### src/rtl/dd_pkg.sv
// Shared types for the dual-modulus divider.
// Assumes: nothing beyond IEEE 1800-2017.
package dd_pkg;

    // Which of the two divide ratios the current output period uses.
    typedef enum logic {
        PH_A = 1'b0,
        PH_B = 1'b1
    } dd_phase_e;

endpackage

### src/rtl/dd_cfg_hold.sv
// Shadow copy of the divider configuration.
// Captures the live inputs whenever load is high and holds them otherwise,
// so the counters always see a coherent set of fields.
// Assumes: load is computed in the same clock domain.
module dd_cfg_hold #(
    parameter int NW = 8,
    parameter int MW = 8
) (
    input  logic          clk,
    input  logic          rst_n,
    input  logic          load,
    input  logic          d_dual,
    input  logic [NW-1:0] d_n1,
    input  logic [MW-1:0] d_m1,
    input  logic [NW-1:0] d_n2,
    input  logic [MW-1:0] d_m2,
    output logic          q_dual,
    output logic [NW-1:0] q_n1,
    output logic [MW-1:0] q_m1,
    output logic [NW-1:0] q_n2,
    output logic [MW-1:0] q_m2
);

    // Capture or hold the configuration fields.
    always_ff @(posedge clk) begin
        if (!rst_n) begin
            q_dual <= 1'b0;
            q_n1   <= '0;
            q_m1   <= '0;
            q_n2   <= '0;
            q_m2   <= '0;
        end else if (load) begin
            q_dual <= d_dual;
            q_n1   <= d_n1;
            q_m1   <= d_m1;
            q_n2   <= d_n2;
            q_m2   <= d_m2;
        end
    end

    // Shadow must not move between capture points.
    assert_frozen_between_loads_R6: assert property (@(posedge clk) disable iff (!rst_n)
        !load |=> $stable({q_dual, q_n1, q_m1, q_n2, q_m2}));

endmodule

### src/rtl/dd_period_cnt.sv
// Period counter and output stage.
// Counts reference cycles within one output period of ratio_m1+1 cycles,
// drives the registered output high for the first half of the period and
// pulses the strobe on its first cycle. Outputs lag the count by one edge.
// Assumes: ratio_m1 only changes on the edge that ends a period.
module dd_period_cnt #(
    parameter int NW = 8
) (
    input  logic          clk,
    input  logic          rst_n,
    input  logic          run,
    input  logic [NW-1:0] ratio_m1,
    output logic          period_end,
    output logic          clk_out,
    output logic          rise_stb
);

    logic [NW-1:0] cyc;
    logic [NW:0]   n_full;
    logic [NW:0]   hi_len;

    // Length of the high part of the current period.
    always_comb begin
        n_full = {1'b0, ratio_m1} + 1'b1;
        hi_len = (ratio_m1 == '0) ? (NW+1)'(1) : (n_full >> 1);
    end

    assign period_end = run && (cyc == ratio_m1);

    // Advance the cycle index and register the output shape.
    always_ff @(posedge clk) begin
        if (!rst_n || !run) begin
            cyc      <= '0;
            clk_out  <= 1'b0;
            rise_stb <= 1'b0;
        end else begin
            clk_out  <= ({1'b0, cyc} < hi_len);
            rise_stb <= (cyc == '0);
            cyc      <= period_end ? '0 : cyc + 1'b1;
        end
    end

    // A strobe always falls in the high part of a period.
    assert_strobe_in_high_R5: assert property (@(posedge clk) disable iff (!rst_n)
        rise_stb |-> clk_out);

    // Every rising output edge is marked by the strobe.
    assert_rise_marked_R9: assert property (@(posedge clk) disable iff (!rst_n)
        (clk_out && !$past(clk_out)) |-> rise_stb);

endmodule

### src/rtl/dd_repeat_seq.sv
// Repeat counter and phase sequencer.
// Counts completed periods in the current phase and swaps to the other
// ratio after the programmed number; flags the edge where new
// configuration may be captured.
// Assumes: dual, m1 and m2 come from the shadow copy.
module dd_repeat_seq
    import dd_pkg::*;
#(
    parameter int MW = 8
) (
    input  logic          clk,
    input  logic          rst_n,
    input  logic          run,
    input  logic          dual,
    input  logic          period_end,
    input  logic [MW-1:0] m1,
    input  logic [MW-1:0] m2,
    output dd_phase_e     phase,
    output logic          reload
);

    logic [MW-1:0] rep;
    logic          last_rep;

    // Detect the last period of the current phase and the pattern end.
    always_comb begin
        last_rep = (rep == ((phase == PH_A) ? m1 : m2));
        reload   = period_end && (!dual || ((phase == PH_B) && last_rep));
    end

    // Step the repeat count and swap phase after the last repeat.
    always_ff @(posedge clk) begin
        if (!rst_n || !run) begin
            phase <= PH_A;
            rep   <= '0;
        end else if (period_end) begin
            if (!dual) begin
                phase <= PH_A;
                rep   <= '0;
            end else if (last_rep) begin
                phase <= (phase == PH_A) ? PH_B : PH_A;
                rep   <= '0;
            end else begin
                rep   <= rep + 1'b1;
            end
        end
    end

    // Single mode never leaves the first-ratio phase.
    assert_single_phase_a_R1: assert property (@(posedge clk) disable iff (!rst_n)
        (run && !dual) |-> (phase == PH_A));

    // Phase changes only at a period boundary or when stopped.
    assert_phase_at_boundary_R2: assert property (@(posedge clk) disable iff (!rst_n)
        !$stable(phase) |-> ($past(period_end) || !$past(run)));

endmodule

### src/rtl/dualmod_clkdiv.sv
// Dual-modulus fractional clock divider, top level.
// Alternates two integer divide ratios, each for a programmed number of
// output periods, to reach an average rate between them.
// Assumes: configuration inputs are synchronous to clk.
module dualmod_clkdiv
    import dd_pkg::*;
#(
    parameter int NW = 8,
    parameter int MW = 8
) (
    input  logic          clk,
    input  logic          rst_n,
    input  logic          en,
    input  logic          cfg_dual,
    input  logic [NW-1:0] cfg_n1,
    input  logic [MW-1:0] cfg_m1,
    input  logic [NW-1:0] cfg_n2,
    input  logic [MW-1:0] cfg_m2,
    output logic          clk_out,
    output logic          rise_stb
);

    logic          active;
    logic          run;
    logic          load;
    logic          reload;
    logic          period_end;
    dd_phase_e     phase;
    logic          s_dual;
    logic [NW-1:0] s_n1;
    logic [MW-1:0] s_m1;
    logic [NW-1:0] s_n2;
    logic [MW-1:0] s_m2;
    logic [NW-1:0] ratio_cur;

    // Remember that the divider was enabled on the previous edge.
    always_ff @(posedge clk) begin
        if (!rst_n) active <= 1'b0;
        else        active <= en;
    end

    assign run       = active && en;
    assign load      = !run || reload;
    assign ratio_cur = (phase == PH_A) ? s_n1 : s_n2;

    dd_cfg_hold #(.NW(NW), .MW(MW)) u_cfg (
        .clk    (clk),
        .rst_n  (rst_n),
        .load   (load),
        .d_dual (cfg_dual),
        .d_n1   (cfg_n1),
        .d_m1   (cfg_m1),
        .d_n2   (cfg_n2),
        .d_m2   (cfg_m2),
        .q_dual (s_dual),
        .q_n1   (s_n1),
        .q_m1   (s_m1),
        .q_n2   (s_n2),
        .q_m2   (s_m2)
    );

    dd_repeat_seq #(.MW(MW)) u_seq (
        .clk        (clk),
        .rst_n      (rst_n),
        .run        (run),
        .dual       (s_dual),
        .period_end (period_end),
        .m1         (s_m1),
        .m2         (s_m2),
        .phase      (phase),
        .reload     (reload)
    );

    dd_period_cnt #(.NW(NW)) u_per (
        .clk        (clk),
        .rst_n      (rst_n),
        .run        (run),
        .ratio_m1   (ratio_cur),
        .period_end (period_end),
        .clk_out    (clk_out),
        .rise_stb   (rise_stb)
    );

    // Disabled divider is silent from the next edge.
    assert_idle_low_R8: assert property (@(posedge clk) disable iff (!rst_n)
        !en |=> (!clk_out && !rise_stb));

    // Leaving reset or idle always starts in the first-ratio phase.
    assert_start_phase_a_R7: assert property (@(posedge clk) disable iff (!rst_n)
        !run |=> (phase == PH_A));

endmodule

### config.mk
export PLATFORM = sky130hd
export DESIGN_NAME = dualmod_clkdiv
export DESIGN_NICKNAME = d
export VERILOG_FILES = /design/src/rtl/dd_pkg.sv /design/src/rtl/dd_cfg_hold.sv /design/src/rtl/dd_period_cnt.sv /design/src/rtl/dd_repeat_seq.sv /design/src/rtl/dualmod_clkdiv.sv
export SDC_FILE = /design/constraint.sdc
export NUM_CORES = 1
export LEC_CHECK = 0
export BUFFER_PORTS_ARGS = -buffer_cell sky130_fd_sc_hd__buf_2
export CAP_MARGIN = 10
export CORE_ASPECT_RATIO = 0.8
export CORE_MARGIN = 3
export CORE_UTILIZATION = 53
export DETAILED_ROUTE_END_ITERATION = 8
export MAX_ROUTING_LAYER = met4
export PLACE_DENSITY_LB_ADDON = 0.1
export SETUP_SLACK_MARGIN = 0.2
export SYNTH_ARGS = -nofsm -noshare
export SYNTH_HDL_FRONTEND = slang
export SYNTH_HIERARCHICAL = 1
export SYNTH_SLANG_ARGS = --single-unit
### constraint.sdc
create_clock -name clk -period 3.8 [get_ports clk]
set_clock_uncertainty 0.05 [all_clocks]
set_input_delay 0.19 -clock clk [delete_from_list [all_inputs] [get_ports clk]]
set_output_delay 0.19 -clock clk [all_outputs]
set_load 0.02 [all_outputs]
==> impl_metrics.json <==
{
  "outcome": "complete, no violations",
  "placement.io_buffers": 37,
  "drtIter0Drc": 146,
  "syn-mean-instance-area_sq_um": 10.3,
  "h-tree-depth": 2,
  "clk_pin_slew_ps": 90,
  "num-fill-cells": 468,
  "post_cts_buffers": 0,
  "fp.dieW_um": 89.3,
  "core_sq_mm": 0.00518,
  "grt_pass1_vias": 1885,
  "yosysSeqAreaShare": 0.360,
  "post-route-util": 0.618,
  "post-route-drc-count": 0,
  "power_density_mw_per_mm2": 346,
  "endpoint_kind": "register",
  "setup_viol": 0,
  "antennaDiodeCount": 0,
  "worstSetupPathType": "register to register",
  "final_area_sq_mm": 0.00320,
  "final_max_slew_viol_count": 0,
  "startpoint": "u_seq/phase$_SDFFE_PP0P_",
  "arrival_ps": 3310,
  "grt_overflow": 0,
  "r2r_end": "u_cfg/q_n1[1]$_SDFFE_PN0P_",
  "slew_headroom": 0.563,
  "cts_resized": 0,
  "syn_nets": 335,
  "crit_fanout": 33,
  "cts_hold_buf": 0,
  "wl_per_cell_um": 14.0,
  "r2r_cells": 10,
  "ys_types": 42,
  "dpl.hpwl_mm": 3.92,
  "netlist_area_sq_mm": 0.00294,
  "grt_max_degree": 40,
  "finalCriticalPeriod_ps": 3160,
  "wl_mm": 5.34,
  "yosysWarningCount": 6,
  "startpoint_type": "register",
  "rows": 23,
  "cp-endpoint": "u_cfg/q_n1[1]$_SDFFE_PN0P_",
  "ir_drop_mv": 0.198,
  "die_h_um": 72.7,
  "antenna_found_initial": 0,
  "worstHoldPathType": "primary input to register",
  "viasPerCell": 5.23,
  "synth.ff_latch_count": 53,
  "drtPass1Iterations": 4,
  "placed_area_sq_mm": 0.00309,
  "r2r_setup_slack_ps": 640,
  "maxCapViolations": 0,
  "fmax_mhz": 316,
  "postRouteAntennaNets": 0,
  "place_congestion": 0.857,
  "syn-instance-count": 287,
  "period_share": 0.833,
  "tritoncts.num_buffers": 5,
  "tightest_slew_ps": 655,
  "hold_viol_final": 0,
  "grt.total_usage": 0.185,
  "initial_utilization": 0.568,
  "cts_tree": "built",
  "required_ps": 3950,
  "r2r-start": "u_seq/phase$_SDFFE_PP0P_",
  "ys.flop_type": "dfxtp_1",
  "synth_edf_count": 0,
  "clk_latency_ps": 300,
  "drive_gt1_frac": 0.194,
  "design.final.nets": 367,
  "leakagePower_nw": 1.40,
  "die-area_sq_mm": 0.00649,
  "grt_pass1_wl_mm": 9.17,
  "hold_slack_ps": 68.1,
  "ys_async_sr_fraction": 0,
  "syn_to_final_growth_pct": 8.75,
  "fin_tns_setup_ps": 0,
  "vias": 1998,
  "clk_path_buf_depth": 2,
  "rsz0062_at_grt": "false",
  "cts_root_buffer": "clkbuf_8",
  "pin_count": 38,
  "clock_sinks": 53
}
## metal layers
layer,track usage,routed length [um],up-vias
met2,0.224,2100,40
li1,-,-,1051
met1,0.306,2960,905
met3,0.0406,247,2
met5,-,0,-
met4,0.0314,22,0
## per-stage QoR
stage	setup WS, ps	instances	power (mW)
after floorplan	938	287	0.707
after global placement	753	374	0.737
after detailed placement	704	374	0.739
after CTS	646	382	1.12
after global routing	337	382	1.16
final	636	382	1.11
## critical path, stage by stage, from the launching register on
cell,delay (ps)
dfxtp_1,750
buf_4,320
mux2i_1,290
xnor2_1,110
nor4_2,420
nand3_1,170
a21boi_0,210
nand3b_1,170
buf_12,240
mux2i_1,230
nor2b_1,60
## worst min path at each step
stage | from | to | cells after the start
global route | en | active$_SDFF_PN0_ | 2
floorplan | en | active$_SDFF_PN0_ | 1
finish | en | active$_SDFF_PN0_ | 2
detailed placement | en | active$_SDFF_PN0_ | 2
CTS | en | active$_SDFF_PN0_ | 2
global placement | en | active$_SDFF_PN0_ | 2
## cell families (layout without fill, tap and decap cells)
| family | count (synthesis) | in the layout | share of synthesized area |
|---|---|---|---|
| xor gates and xnor gates | 34 | 34 | 0.101 |
| DFF | 53 | 53 | 0.360 |
| muxes | 49 | 49 | 0.180 |
| buffers and inverters | 23 | 56 | 0.0629 |
| AOI/OAI and AO/OA | 19 | 19 | 0.0548 |
| and+or+nand+nor | 97 | 97 | 0.190 |
| adders and majority gates | 12 | 12 | 0.0510 |
## placed cells by master, fill, tap and decap left out, types with 2 or more instances in the layout
cell type and n:
dfxtp_1 53, mux2i_1 41, buf_2 37, nor2b_1 34
xnor2_1 20, xor2_1 14, nand3_1 13, nand2_1 12
ha_1 12, nor2_1 11, mux2_4 8, inv_1 8
a211oi_1 8, clkbuf_8 5, and2_1 4, nand4_1 4
nor3_1 3, nor4b_1 2, nor4_1 2, and3_1 2
o21ai_0 2, nor4_2 2, buf_4 2
## cell type report
class	instances	area, sq um	area share
clock buffers	5	68.8	0.0215
clock inverters	3	46.3	0.0145
inverters	8	30.0	0.00938
multi-input cells	211	1700	0.530
flip-flops and latches	53	1060	0.331
well taps	62	77.6	0.0242
repair buffers	40	220	0.0688
## synth_stat cells, types with 6 or more instances
cell type / number / area [sq um]
a211oi_1: 8 / 60.1
buf_6: 6 / 67.6
dfxtp_1: 53 / 1060
ha_1: 12 / 150
inv_1: 8 / 30.0
mux2_4: 8 / 120
mux2i_1: 41 / 410
nand2_1: 12 / 45.0
nand3_1: 13 / 65.1
nor2_1: 11 / 41.3
nor2b_1: 34 / 213
xnor2_1: 20 / 175
xor2_1: 14 / 123
## where the power goes
part	switching (mW)	internal [mW]	leakage (nW)
clock	0.184	0.197	0.0543
combinational	0.0647	0.0690	0.906
sequential	0.0134	0.578	0.436
total	0.262	0.845	1.40
## state kept, by name, indices dropped and copies added (netlist names)
| register | count |
|---|---|
| u_per/rise_stb | 1 |
| u_cfg/q_dual | 1 |
| u_cfg/q_n1 | 8 |
| u_seq/rep | 8 |
| u_per/cyc | 8 |
| u_cfg/q_n2 | 8 |
| u_seq/phase | 1 |
| u_cfg/q_m1 | 8 |
| u_per/clk_out | 1 |
| u_cfg/q_m2 | 8 |
| active | 1 |
Power figures use the tool's default switching activity.
